### src/rtl/coinc_bbpd_pkg.sv
package coinc_bbpd_pkg;

  // Strobes passed from control to datapath each fast-clock cycle
  typedef struct packed {
    logic sampleStb;  // retimed coincidence marker, gated by enable
    logic accClr;     // synchronous clear of the error sum
  } pdStrobes_t;

endpackage

### src/rtl/coinc_bbpd_ctrl.sv
module coinc_bbpd_ctrl
  import coinc_bbpd_pkg::*;
#(
  parameter int DIV_RATIO = 1944
) (
  input  logic       clk,
  input  logic       rst,
  input  logic       detectEn,
  input  logic       accClear,
  output pdStrobes_t strobes
);

  localparam int CNT_W = (DIV_RATIO > 1) ? $clog2(DIV_RATIO) : 1;
  localparam logic [CNT_W-1:0] CNT_LAST = CNT_W'(DIV_RATIO - 1);

  logic [CNT_W-1:0] cntQ;
  logic             coincRaw;
  logic             markQ;

  // Modulo counter: state 0 is the only state aligned with a reference edge
  always_ff @(posedge clk) begin
    if (rst) begin
      cntQ <= '0;
    end else if (cntQ == CNT_LAST) begin
      cntQ <= '0;
    end else begin
      cntQ <= cntQ + 1'b1;
    end
  end

  assign coincRaw = (cntQ == '0);

  // Retime the decoded marker on the undivided clock so the sampling
  // point carries no decode delay or divider jitter
  always_ff @(posedge clk) begin
    if (rst) begin
      markQ <= 1'b0;
    end else begin
      markQ <= coincRaw & detectEn;
    end
  end

  assign strobes.sampleStb = markQ;
  assign strobes.accClr    = accClear;

endmodule

### src/rtl/coinc_bbpd_dp.sv
module coinc_bbpd_dp
  import coinc_bbpd_pkg::*;
#(
  parameter int SYNC_STAGES = 1,
  parameter int ACC_W       = 16
) (
  input  logic                    clk,
  input  logic                    rst,
  input  logic                    refIn,
  input  pdStrobes_t              strobes,
  output logic                    decValid,
  output logic                    decLate,
  output logic signed [ACC_W-1:0] errAcc
);

  localparam int PIPE_L = 1 + SYNC_STAGES;
  localparam logic signed [ACC_W-1:0] ACC_MAX = {1'b0, {(ACC_W-1){1'b1}}};
  localparam logic signed [ACC_W-1:0] ACC_MIN = {1'b1, {(ACC_W-1){1'b0}}};
  localparam logic signed [ACC_W-1:0] ACC_ONE = ACC_W'(1);

  logic [PIPE_L-1:0] vldPipe, bitPipe;
  logic [PIPE_L-1:0] vldIn, bitIn;
  logic signed [ACC_W-1:0] accQ, accNext;

  // Stage 0 is the sampling flop; later stages settle metastability
  assign vldIn[0] = strobes.sampleStb;
  assign bitIn[0] = refIn;

  generate
    for (genvar g = 1; g < PIPE_L; g++) begin : g_syncFeed
      assign vldIn[g] = vldPipe[g-1];
      assign bitIn[g] = bitPipe[g-1];
    end
  endgenerate

  generate
    for (genvar s = 0; s < PIPE_L; s++) begin : g_stage
      always_ff @(posedge clk) begin
        if (rst) begin
          vldPipe[s] <= 1'b0;
          bitPipe[s] <= 1'b0;
        end else begin
          vldPipe[s] <= vldIn[s];
          if (vldIn[s]) begin
            bitPipe[s] <= bitIn[s];
          end
        end
      end
    end
  endgenerate

  // Accumulate on the edge that loads the final stage, so the sum and
  // the strobe change together; a clear on the same edge wins
  always_comb begin
    accNext = accQ;
    if (strobes.accClr) begin
      accNext = '0;
    end else if (vldIn[PIPE_L-1]) begin
      if (bitIn[PIPE_L-1]) begin
        if (accQ != ACC_MAX) accNext = accQ + ACC_ONE;
      end else begin
        if (accQ != ACC_MIN) accNext = accQ - ACC_ONE;
      end
    end
  end

  always_ff @(posedge clk) begin
    if (rst) begin
      accQ <= '0;
    end else begin
      accQ <= accNext;
    end
  end

  assign decValid = vldPipe[PIPE_L-1];
  assign decLate  = bitPipe[PIPE_L-1];
  assign errAcc   = accQ;

endmodule

### src/rtl/coinc_bbpd.sv
module coinc_bbpd
  import coinc_bbpd_pkg::*;
#(
  parameter int DIV_RATIO   = 1944,
  parameter int SYNC_STAGES = 1,
  parameter int ACC_W       = 16
) (
  input  logic                    clk,
  input  logic                    rst,
  input  logic                    detectEn,
  input  logic                    refIn,
  input  logic                    accClear,
  output logic                    decValid,
  output logic                    decLate,
  output logic signed [ACC_W-1:0] errAcc
);

  pdStrobes_t strobes;

  coinc_bbpd_ctrl #(
    .DIV_RATIO(DIV_RATIO)
  ) ctrl_i (
    .clk     (clk),
    .rst     (rst),
    .detectEn(detectEn),
    .accClear(accClear),
    .strobes (strobes)
  );

  coinc_bbpd_dp #(
    .SYNC_STAGES(SYNC_STAGES),
    .ACC_W      (ACC_W)
  ) dp_i (
    .clk     (clk),
    .rst     (rst),
    .refIn   (refIn),
    .strobes (strobes),
    .decValid(decValid),
    .decLate (decLate),
    .errAcc  (errAcc)
  );

endmodule

### config.mk
export PLATFORM = sky130hd
export DESIGN_NAME = coinc_bbpd
export DESIGN_NICKNAME = d
export VERILOG_FILES = /design/src/rtl/coinc_bbpd_pkg.sv /design/src/rtl/coinc_bbpd_ctrl.sv /design/src/rtl/coinc_bbpd_dp.sv /design/src/rtl/coinc_bbpd.sv
export SDC_FILE = /design/constraint.sdc
export NUM_CORES = 1
export LEC_CHECK = 0
export ABC_AREA = 1
export BUFFER_PORTS_ARGS = -buffer_cell sky130_fd_sc_hd__clkbuf_2
export CAP_MARGIN = 20
export CORE_MARGIN = 3
export CORE_UTILIZATION = 30
export DETAILED_ROUTE_END_ITERATION = 12
export PLACE_DENSITY = 0.48
export SYNTH_ARGS = -nofsm -noshare
export SYNTH_HDL_FRONTEND = slang
export SYNTH_HIERARCHICAL = 1
export SYNTH_SLANG_ARGS = --single-unit
### constraint.sdc
create_clock -name clk -period 2 [get_ports clk]
set_input_delay 0.3 -clock clk [delete_from_list [all_inputs] [get_ports clk]]
set_output_delay 0.3 -clock clk [all_outputs]
set_load 0.01 [all_outputs]
==> results of run 1 <==
-- state kept, by name, indices dropped and copies added (netlist names) --
name / flops
dp_i/errAcc: 16
ctrl_i/cntQ: 11
ctrl_i/markQ: 1
dp_i/bitIn: 1
dp_i/decLate: 1
dp_i/decValid: 1
dp_i/vldIn: 1
-- power breakdown --
group,switching (uW),internal (uW)
registers,17.9,653
logic,246,142
clock network,269,369
total,532,1160
-- worst min-delay path by stage --
stage	from	depth (start not counted)	slack, ns	end
CTS	detectEn	3	0.26	ctrl_i/markQ
floorplan	rst	1	0.37	dp_i/decValid
finish	detectEn	3	0.27	ctrl_i/markQ
global route	detectEn	3	0.27	ctrl_i/markQ
detailed placement	ctrl_i/markQ	2	0.45	dp_i/vldIn[1]
global placement	ctrl_i/markQ	2	0.45	dp_i/vldIn[1]
-- through the flow --
stage,hold WS [ns],util [%],instances,area [um2],power (uW)
floorplan,0.372,-,398,2450,964
finish,0.273,36.3,531,2850,1700
detailed placement,0.449,34.4,523,2700,1050
CTS,0.259,35.8,531,2810,1710
global route,0.265,36.3,531,2850,1810
global placement,0.446,34.4,523,2700,1060
-- logic make-up (layout without fill, tap and decap cells) --
family                     after synthesis  after routing
buffers and inverters                   81            112
AOI/OAI and AO/OA                       26             26
DFF                                     32             32
adders and majority gates               18             18
xor gates and xnor gates                12             12
and+or+nand+nor                        229            229
-- cells in the mapped netlist (all sizes together) --
cell,instances
nor3,4
ha,17
nand4,4
nand3b,2
fa,1
a21oi,24
nand3,28
inv,75
or2,1
buf,5
xnor2,7
a211oi,2
and2,1
dfxtp,32
nor2,51
xor2,5
clkinv,1
nand2,138
-- repair_timing --
| item | CTS | global route |
|---|---|---|
| hold buffers | 0 | 0 |
| endpoints found under the hold margin | 0 | 0 |
| setup endpoints to repair | 0 | 4 |
| buffers inserted | 0 | 0 |
| gates resized for setup | 0 | 10 |
-- layout make-up --
| class | instances | area [um2] | share of cell area, % |
|---|---|---|---|
| flip-flops and latches | 32 | 641 | 22.5 |
| multi-input cells | 285 | 1520 | 53.2 |
| clock inverters | 3 | 42.5 | 1.49 |
| well taps | 102 | 128 | 4.48 |
| repair buffers | 28 | 168 | 5.88 |
| inverters | 76 | 288 | 10.1 |
| clock buffers | 5 | 68.8 | 2.41 |
-- worst max-delay path, cell delays in order, from the launching register on --
cell,delay [ns]
dfxtp_1,0.33
inv_1,0.08
buf_12,0.16
ha_1,0.34
nand2_1,0.13
inv_1,0.05
nand2_1,0.06
nand3_1,0.16
nand2_1,0.13
nand2_1,0.06
nand2_1,0.08
nand3_2,0.07
nand2_1,0.07
inv_1,0.03
-- per-layer routing --
layer	part of all wire [%]	vias up	track usage [%]
met3	3.0	2	2.87
li1	-	1267	-
met5	0	-	0
met2	42	29	21.9
met1	54	1042	21.5
met4	0.48	0	3.15
==> metrics.yaml, run 1 <==
critical_path:
  crit_end: "dp_i/errAcc[14]"
  rr_endpoint: "dp_i/errAcc[14]"
  end_kind: "flop"
  startpoint: "dp_i/bitIn[1]"
  cp.required_ns: 2.19
  reg2reg_setup_slack_ns: 0.17
  crit_type: "flop to flop"
  critPathArrivalTime_ns: 2.02
  r2r_start: "dp_i/bitIn[1]"
  worst_setup_path_start_kind: "flop"
  r2r_cells: 13
  path_max_fanout: 14
global_route:
  grt_pass1_wl_um: 10300
  grt.overflow.total: 0
  grt_max_degree: 19
  grt_usage_pct: 14.6
  antenna_found_initial: 0
  grt_pass1_vias: 2067
routing:
  via_per_inst: 4.41
  avgRoutedWirePerCell_um: 12.1
  firstDrtPassIters: 4
  num_vias: 2340
  routed_wl_um: 6400
  drc: 0
  final_antenna_net_count: 0
  drtIter0Drc: 120
clocking:
  clk_path_buf_depth: 2
  cts_tree: "built"
  clock_latency_ns: 0.28
  cts.htree.levels: 2
  clock-root-buffer: "clkbuf_8"
  path_clk_slew_ns: 0.08
  cts_sinks: 32
  cts_made_buffers: 5
floorplanning:
  die-area_mm2: 0.00930
  die_y_um: 96.4
  core-area_mm2: 0.00785
  num_rows: 32
  ios: 23
  die_w_um: 96.4
  initial_core_util_pct: 31.3
sta:
  grt_setup_unrepaired: "false"
  hold_viol: 0
  worst_slew_pin_slew_ns: 0.459
  post-route-min-period_ns: 1.83
  worst_clock_skew_ns: 0.00546
  setup_ws_ns: 0.170
  relSlewSlack_pct: 69.3
  finalCritPeriodShare_pct: 91.5
  drv_slew: 0
  max_freq_ghz: 0.547
  tns_ns: 0
  setup_viol: 0
layout:
  final_cell_mix: "nand2_1, inv_1, nor2_1"
  final_nets: 451
  n_antenna_cell: 0
  drive_gt1_share_pct: 16.6
  fillerInstances: 903
  final_common_cell: "nand2_1"
  area_growth_pct: 16.2
hold_path:
  hp-class: "primary input to flop"
yosys:
  synth-seq-cells: 32
  ys_seq_area_share_pct: 26.1
  ys_types: 27
  synth_compound_area_share_pct: 6.58
  synth_xor_area_share_pct: 4.28
  yosys_warnings: 6
  synth_cells: 398
  synth.avg_cell_area_um2: 6.16
  yosys.area_share.simple_pct: 39.8
  muxShareOfSynthArea_pct: 0
  synth-adder-area-share_pct: 9.48
  synth_top_cell_area_share_pct: 26.1
  synth_nets: 421
  synth_top_area_cell: "dfxtp_1"
  synthTopCellsByArea: "dfxtp_1, nand2_1, inv_1, ha_1, nor2_1"
  synth_top_family_by_area: "simple AND/OR/NAND/NOR gates"
  synth_area_mm2: 0.00245
run_status:
  status: "finished clean"
placed_design:
  dp_slack_ns: 0.150
  place.gp.congestion: 0.852
  portBuffers: 22
  place_hpwl_um: 4890
pwr:
  power_density_mw_per_mm2: 595
  p_leak_uw: 0.00141
  max-vdd-ir-drop_v: 0.000235
flow_run:
  max_cap_violations: 0
Power figures use the tool's default switching activity.
==> run 2, diff against run 1 <==
CTS_CLUSTER_DIAMETER = 60   (was default)
GPL_TIMING_DRIVEN = 0   (was default)
==> run 2 against run 1 <==
Effect of this change: sequential share of layout area decreased by 0.36 points; global-route usage decreased by 0.71 points; sequential cell count unchanged; sequential power increased by 0.7%; setup slack got worse by 0.041 ns; largest cell class unchanged.
==> metrics.yaml, run 2 (synthesis gave the netlist of run 1 again) <==
critical_path:
  slowest_stage: "fa_1"
  rr_endpoint: "dp_i/errAcc[12]"
  max_stage_delay_ns: 0.48  # +0.14 ns
  crit_top_cell: "nand3_1"
  reg2reg_setup_slack_ns: 0.13  # -0.04 ns
  crit_chain: "inv_1, fa_1, inv_1, nand3_1, nand3_1, nand3_1, nand3_1, nand2_1, nand2_1, nor2_1, nor2_1"
  cp.required_ns: 2.23  # +0.04 ns
  critPathArrivalTime_ns: 2.10  # +0.08 ns
  path_max_fanout: 6  # -8
  crit_type: "flop to flop"
  r2r_cells: 11  # -2
  r2r_start: "dp_i/errAcc[0]"
  worst_setup_path_start_kind: "flop"
  end_kind: "flop"
layout:
  fillerInstances: 904  # +0.11%
  n_antenna_cell: 0  # unchanged
  instances_no_fill: 530  # -0.19%
  largest_register_ffs: 16  # unchanged
  final_common_cell: "nand2_1"
  area_growth_pct: 18.8
  seqCellArea_um2: 644  # +0.59%
  final_nets: 451  # unchanged
  multi_input_area_mm2: 0.00160  # +5.6%
  drive_gt1_share_pct: 18.0  # +1.4 points
  final_cell_mix: "nand2_1, inv_1, nor2_1"
clocking:
  path_clk_slew_ns: 0.07  # about the same
  clock_latency_ns: 0.29  # about the same
  cts_sinks: 32  # unchanged
  hold_buffers: 0  # unchanged
  cts.htree.levels: 2  # unchanged
  cts_tree: "built"
  clk_path_buf_depth: 2  # unchanged
  cts_made_buffers: 5  # unchanged
  clock-root-buffer: "clkbuf_8"
routing:
  num_vias: 2341  # +0.043%
  final_antenna_net_count: 0  # unchanged
  routed_wl_um: 6210  # -3.0%
  via_per_inst: 4.42  # +0.23%
  drtIter0Drc: 83  # -31%
  drc: 0  # unchanged
  firstDrtPassIters: 4  # unchanged
  avgRoutedWirePerCell_um: 11.7  # -2.8%
sta:
  setup_ws_ns: 0.129  # -0.0414 ns
  drv_slew: 0  # unchanged
  finalCritPeriodShare_pct: 93.6  # +2.1 points
  post-route-min-period_ns: 1.87  # +0.0415 ns
  worst_slew_pin_slew_ns: 0.439  # -0.0195 ns
  setup_viol: 0  # unchanged
  worst_clock_skew_ns: 0.00901  # +0.00355 ns
  hold_viol: 0  # unchanged
  grt_setup_unrepaired: "true"
  max_freq_ghz: 0.534  # -2.2%
  relSlewSlack_pct: 70.7  # +1.3 points
placed_design:
  place_hpwl_um: 4870  # -0.34%
  place.gp.congestion: 0.829  # -2.7%
  dp_cells: 521  # -0.38%
  portBuffers: 21  # -4.5%
  dp_slack_ns: -0.257  # -0.407 ns
hold_path:
  whs_path_depth: 2  # -1
  hp-class: "primary input to flop"
  min-delay-start: "rst"
  holdPathEnd: "dp_i/decValid"
global_route:
  grt_max_degree: 11  # -8
  grt_pass1_vias: 2091  # +1.2%
  grt_usage_pct: 13.9  # -0.71 points
  antenna_found_initial: 0  # unchanged
  grt.overflow.total: 0  # unchanged
  use_met3_pct: 2.87  # unchanged
  grtUsageMet2_pct: 21.7  # -0.17 points
  grt_pass1_wl_um: 9900  # -3.7%
  grt.busiest_layer: "met2"
  met1_usage_pct: 19.6  # -1.9 points
floorplanning:
  initial_core_util_pct: 31.3  # unchanged
  ios: 23  # unchanged
  die_w_um: 96.4  # unchanged
  die-area_mm2: 0.00930  # unchanged
  num_rows: 32  # unchanged
  die_y_um: 96.4  # unchanged
  core-area_mm2: 0.00785  # unchanged
pwr:
  max-vdd-ir-drop_v: 0.000236  # +0.33%
  power_density_mw_per_mm2: 531  # -11%
  p_leak_uw: 0.00140  # -0.27%
run_status:
  status: "finished clean"
flow_run:
  max_cap_violations: 0  # unchanged
-- run 2: worst max-delay path: cells and delay by family, from the launching register on --
kind,cells,cell delay (ns)
adders and majority gates,1,0.48
buffers and inverters,2,0.21
DFF,1,0.42
and+or+nand+nor,8,0.71
-- run 2: cell type report --
cell class                 count  area share [%]
multi-input combinational    285            54.9
sequential                    32            22.1
inverter                      76            10.0
tap                          102            4.38
timing repair buffer          23            4.25
clock buffer                   6            2.49
buffer                         5            1.67
clock inverter                 1           0.172
-- run 2: where the power goes --
| part | switching [uW] | internal, uW |
|---|---|---|
| combinational | 245 | 156 |
| sequential | 22.4 | 653 |
| clock | 234 | 236 |
| total | 501 | 1050 |
-- run 2: worst max-delay path by stage --
stage / from / end
2_1_floorplan: dp_i/bitIn[1] / dp_i/errAcc[13]
3_3_place_gp: dp_i/bitIn[1] / dp_i/errAcc[13]
3_5_place_dp: dp_i/bitIn[1] / dp_i/errAcc[13]
4_1_cts: dp_i/bitIn[1] / dp_i/errAcc[13]
5_1_grt: dp_i/bitIn[1] / dp_i/errAcc[12]
6_report: dp_i/errAcc[0] / dp_i/errAcc[12]
-- run 2: per-stage QoR --
stage	total power (uW)	setup TNS (ns)	instance area [um2]	utilization, %	hold WS, ns
finish	1550	0	2910	37.1	0.273
global route	1650	-0.0639	2910	37.1	0.262
CTS	1540	0	2790	35.5	0.268
detailed placement	1050	-2.31	2690	34.2	0.484
global placement	1050	-2.36	2690	34.2	0.474
floorplan	964	0	2450	-	0.372
-- run 2: timing repair --
action                     4_1_cts  5_1_grt
setup endpoints to repair       13       10
buffers inserted                 2        0
hold endpoints to repair         0        0
gates resized for setup          4       18
pin swaps                        0        0
-- run 2: per-layer routing --
| layer | vias to the layer above | part of all wire (%) |
|---|---|---|
| li1 | 1272 | - |
| met1 | 1042 | 52 |
| met2 | 23 | 44 |
| met3 | 4 | 2.9 |
| met4 | 0 | 0.82 |
| met5 | - | 0 |
==> run 3, diff against run 2 <==
PLACE_DENSITY = default   (was 0.48)
PLACE_DENSITY_LB_ADDON = 0.08   (was default)
==> run 3 against run 2 <==
Effect of this change: worst hold slack barely moved; first-iteration DRC count rose by 11%; die area did not move; clock skew barely moved; combinational power rose by 3%; largest power group unchanged.
==> metrics.yaml, run 3 (synthesis gave the netlist of run 1 again) <==
sta:
  tns_ns: 0  # unchanged
  hold_viol: 0  # unchanged
  finalCritPeriodShare_pct: 92.9  # -0.69 points
  worst_slew_pin_slew_ns: 0.457  # +0.0179 ns
  drv_slew: 0  # unchanged
  post-route-min-period_ns: 1.86  # -0.0137 ns
  relSlewSlack_pct: 69.5  # -1.2 points
  worst_clock_skew_ns: 0.00876  # -0.000251 ns
  grt_setup_unrepaired: "false"
  setup_viol: 0  # unchanged
  max_freq_ghz: 0.538  # +0.74%
critical_path:
  end_kind: "flop"
  r2r_cells: 10  # -1
  cp.required_ns: 2.19  # -0.04 ns
  crit_top_cell: "nand2_1"
  crit_chain: "clkinvlp_4, buf_4, ha_2, nand2_2, nor3_1, nand2_1, nand3_1, nand3_2, nand2_1, inv_1"
  crit_type: "flop to flop"
  critPathArrivalTime_ns: 2.05  # -0.05 ns
  critPathTopFamily: "simple AND/OR/NAND/NOR gates"
  crit_buf_inv: 3  # +1
  worst_setup_path_start_kind: "flop"
  reg2reg_setup_slack_ns: 0.14  # about the same
  max_stage_delay_ns: 0.40  # -0.08 ns
  rr_endpoint: "dp_i/errAcc[14]"
  slowest_stage: "dfxtp_4"
  path_max_fanout: 8  # +2
  startpoint: "dp_i/bitIn[1]"
  r2r_start: "dp_i/bitIn[1]"
hold_path:
  holdPathEnd: "ctrl_i/markQ"
  hp-class: "primary input to flop"
  min-delay-start: "detectEn"
  whs_path_depth: 3  # +1
global_route:
  grt_pass1_wl_um: 10300  # +3.8%
  antenna_found_initial: 0  # unchanged
  grt_max_degree: 11  # unchanged
  grt_usage_pct: 14.5  # +0.58 points
  grt_pass1_vias: 2113  # +1.1%
  grt.overflow.total: 0  # unchanged
clocking:
  cts_made_buffers: 5  # unchanged
  clock_latency_ns: 0.29  # about the same
  path_clk_slew_ns: 0.07  # about the same
  clk_path_buf_depth: 2  # unchanged
  cts.htree.levels: 2  # unchanged
  cts_sinks: 32  # unchanged
  clock-root-buffer: "clkbuf_8"
  cts_tree: "built"
  hold_buffers: 0  # unchanged
routing:
  firstDrtPassIters: 6  # +2
  num_vias: 2324  # -0.73%
  drc: 0  # unchanged
  routed_wl_um: 6410  # +3.3%
  avgRoutedWirePerCell_um: 12.1  # +3.1%
  final_antenna_net_count: 0  # unchanged
  drtIter0Drc: 92  # +11%
  via_per_inst: 4.38  # -0.91%
placed_design:
  place_hpwl_um: 4900  # +0.52%
  portBuffers: 21  # unchanged
  place.gp.congestion: 0.804  # -3.1%
  dp_cells: 521  # unchanged
run_status:
  status: "finished clean"
layout:
  fillerInstances: 880  # -2.7%
  final_nets: 451  # unchanged
  area_growth_pct: 21.5
  final_cell_mix: "nand2_1, inv_1, nor2_1"
  instances_no_fill: 531  # +0.19%
  drive_gt1_share_pct: 20.3  # +2.3 points
  fin_util_pct: 38.0  # +0.84 points
  final_common_cell: "nand2_1"
  largest_register_ffs: 16  # unchanged
  n_antenna_cell: 0  # unchanged
flow_run:
  max_cap_violations: 0  # unchanged
floorplanning:
  die_y_um: 96.4  # unchanged
  num_rows: 32  # unchanged
  initial_core_util_pct: 31.3  # unchanged
  core-area_mm2: 0.00785  # unchanged
  die-area_mm2: 0.00930  # unchanged
  ios: 23  # unchanged
  die_w_um: 96.4  # unchanged
pwr:
  power_density_mw_per_mm2: 575  # +8.4%
  max-vdd-ir-drop_v: 0.000248  # +5.0%
  p_leak_uw: 0.00141  # +0.79%
==> run 3: what timing repair did <==
action	in CTS	in global routing
setup buffers	2	0
gates resized for setup	3	32
pin swaps	0	1
endpoints found under the setup margin	13	11
endpoints found under the hold margin	0	0
==> run 3: final cells by class <==
class                   count  area (um2)  area share [%]
flip-flops and latches     32         647            21.7
clock inverters             2        35.0            1.18
well taps                 102         128            4.28
multi-input cells         285        1630            54.8
repair buffers             23         124            4.16
inverters                  76         292            9.78
plain buffers               5        48.8            1.64
clock buffers               6        72.6            2.43
==> run 3: where the power goes <==
part	internal (uW)	switching [uW]	total (uW)
clock	370	256	626
sequential	653	22.9	676
combinational	162	251	413
total	1190	530	1710
==> run 3: worst reg2reg max path, stage by stage, from the launching register on <==
cell	delay, ns
dfxtp_4	0.40
clkinvlp_4	0.10
buf_4	0.18
ha_2	0.40
nand2_2	0.11
nor3_1	0.21
nand2_1	0.09
nand3_1	0.11
nand3_2	0.08
nand2_1	0.06
inv_1	0.03
==> run 3: worst max-delay path by stage <==
stage / to / cells after the start
2_1_floorplan: dp_i/errAcc[13] / 11
3_3_place_gp: dp_i/errAcc[11] / 9
3_5_place_dp: dp_i/errAcc[13] / 11
4_1_cts: dp_i/errAcc[13] / 12
5_1_grt: dp_i/errAcc[13] / 12
6_report: dp_i/errAcc[14] / 10
==> run 3: metrics by stage <==
step	hold WS [ns]	total power [uW]	setup WS, ns	area, um2
after floorplan	0.372	964	0.183	2450
after global placement	0.475	1050	-0.288	2690
after detailed placement	0.473	1050	-0.279	2690
after CTS	0.267	1680	0.0263	2820
after global routing	0.282	1830	0.00902	2980
final	0.273	1710	0.143	2980
==> run 3: routing by layer <==
metal | track usage (%) | wire, um | up-vias
li1 | - | - | 1271
met3 | 2.56 | 305 | 4
met5 | 0 | 0 | -
met1 | 21.6 | 3380 | 1006
met4 | 3.50 | 34 | 0
met2 | 21.4 | 2700 | 43
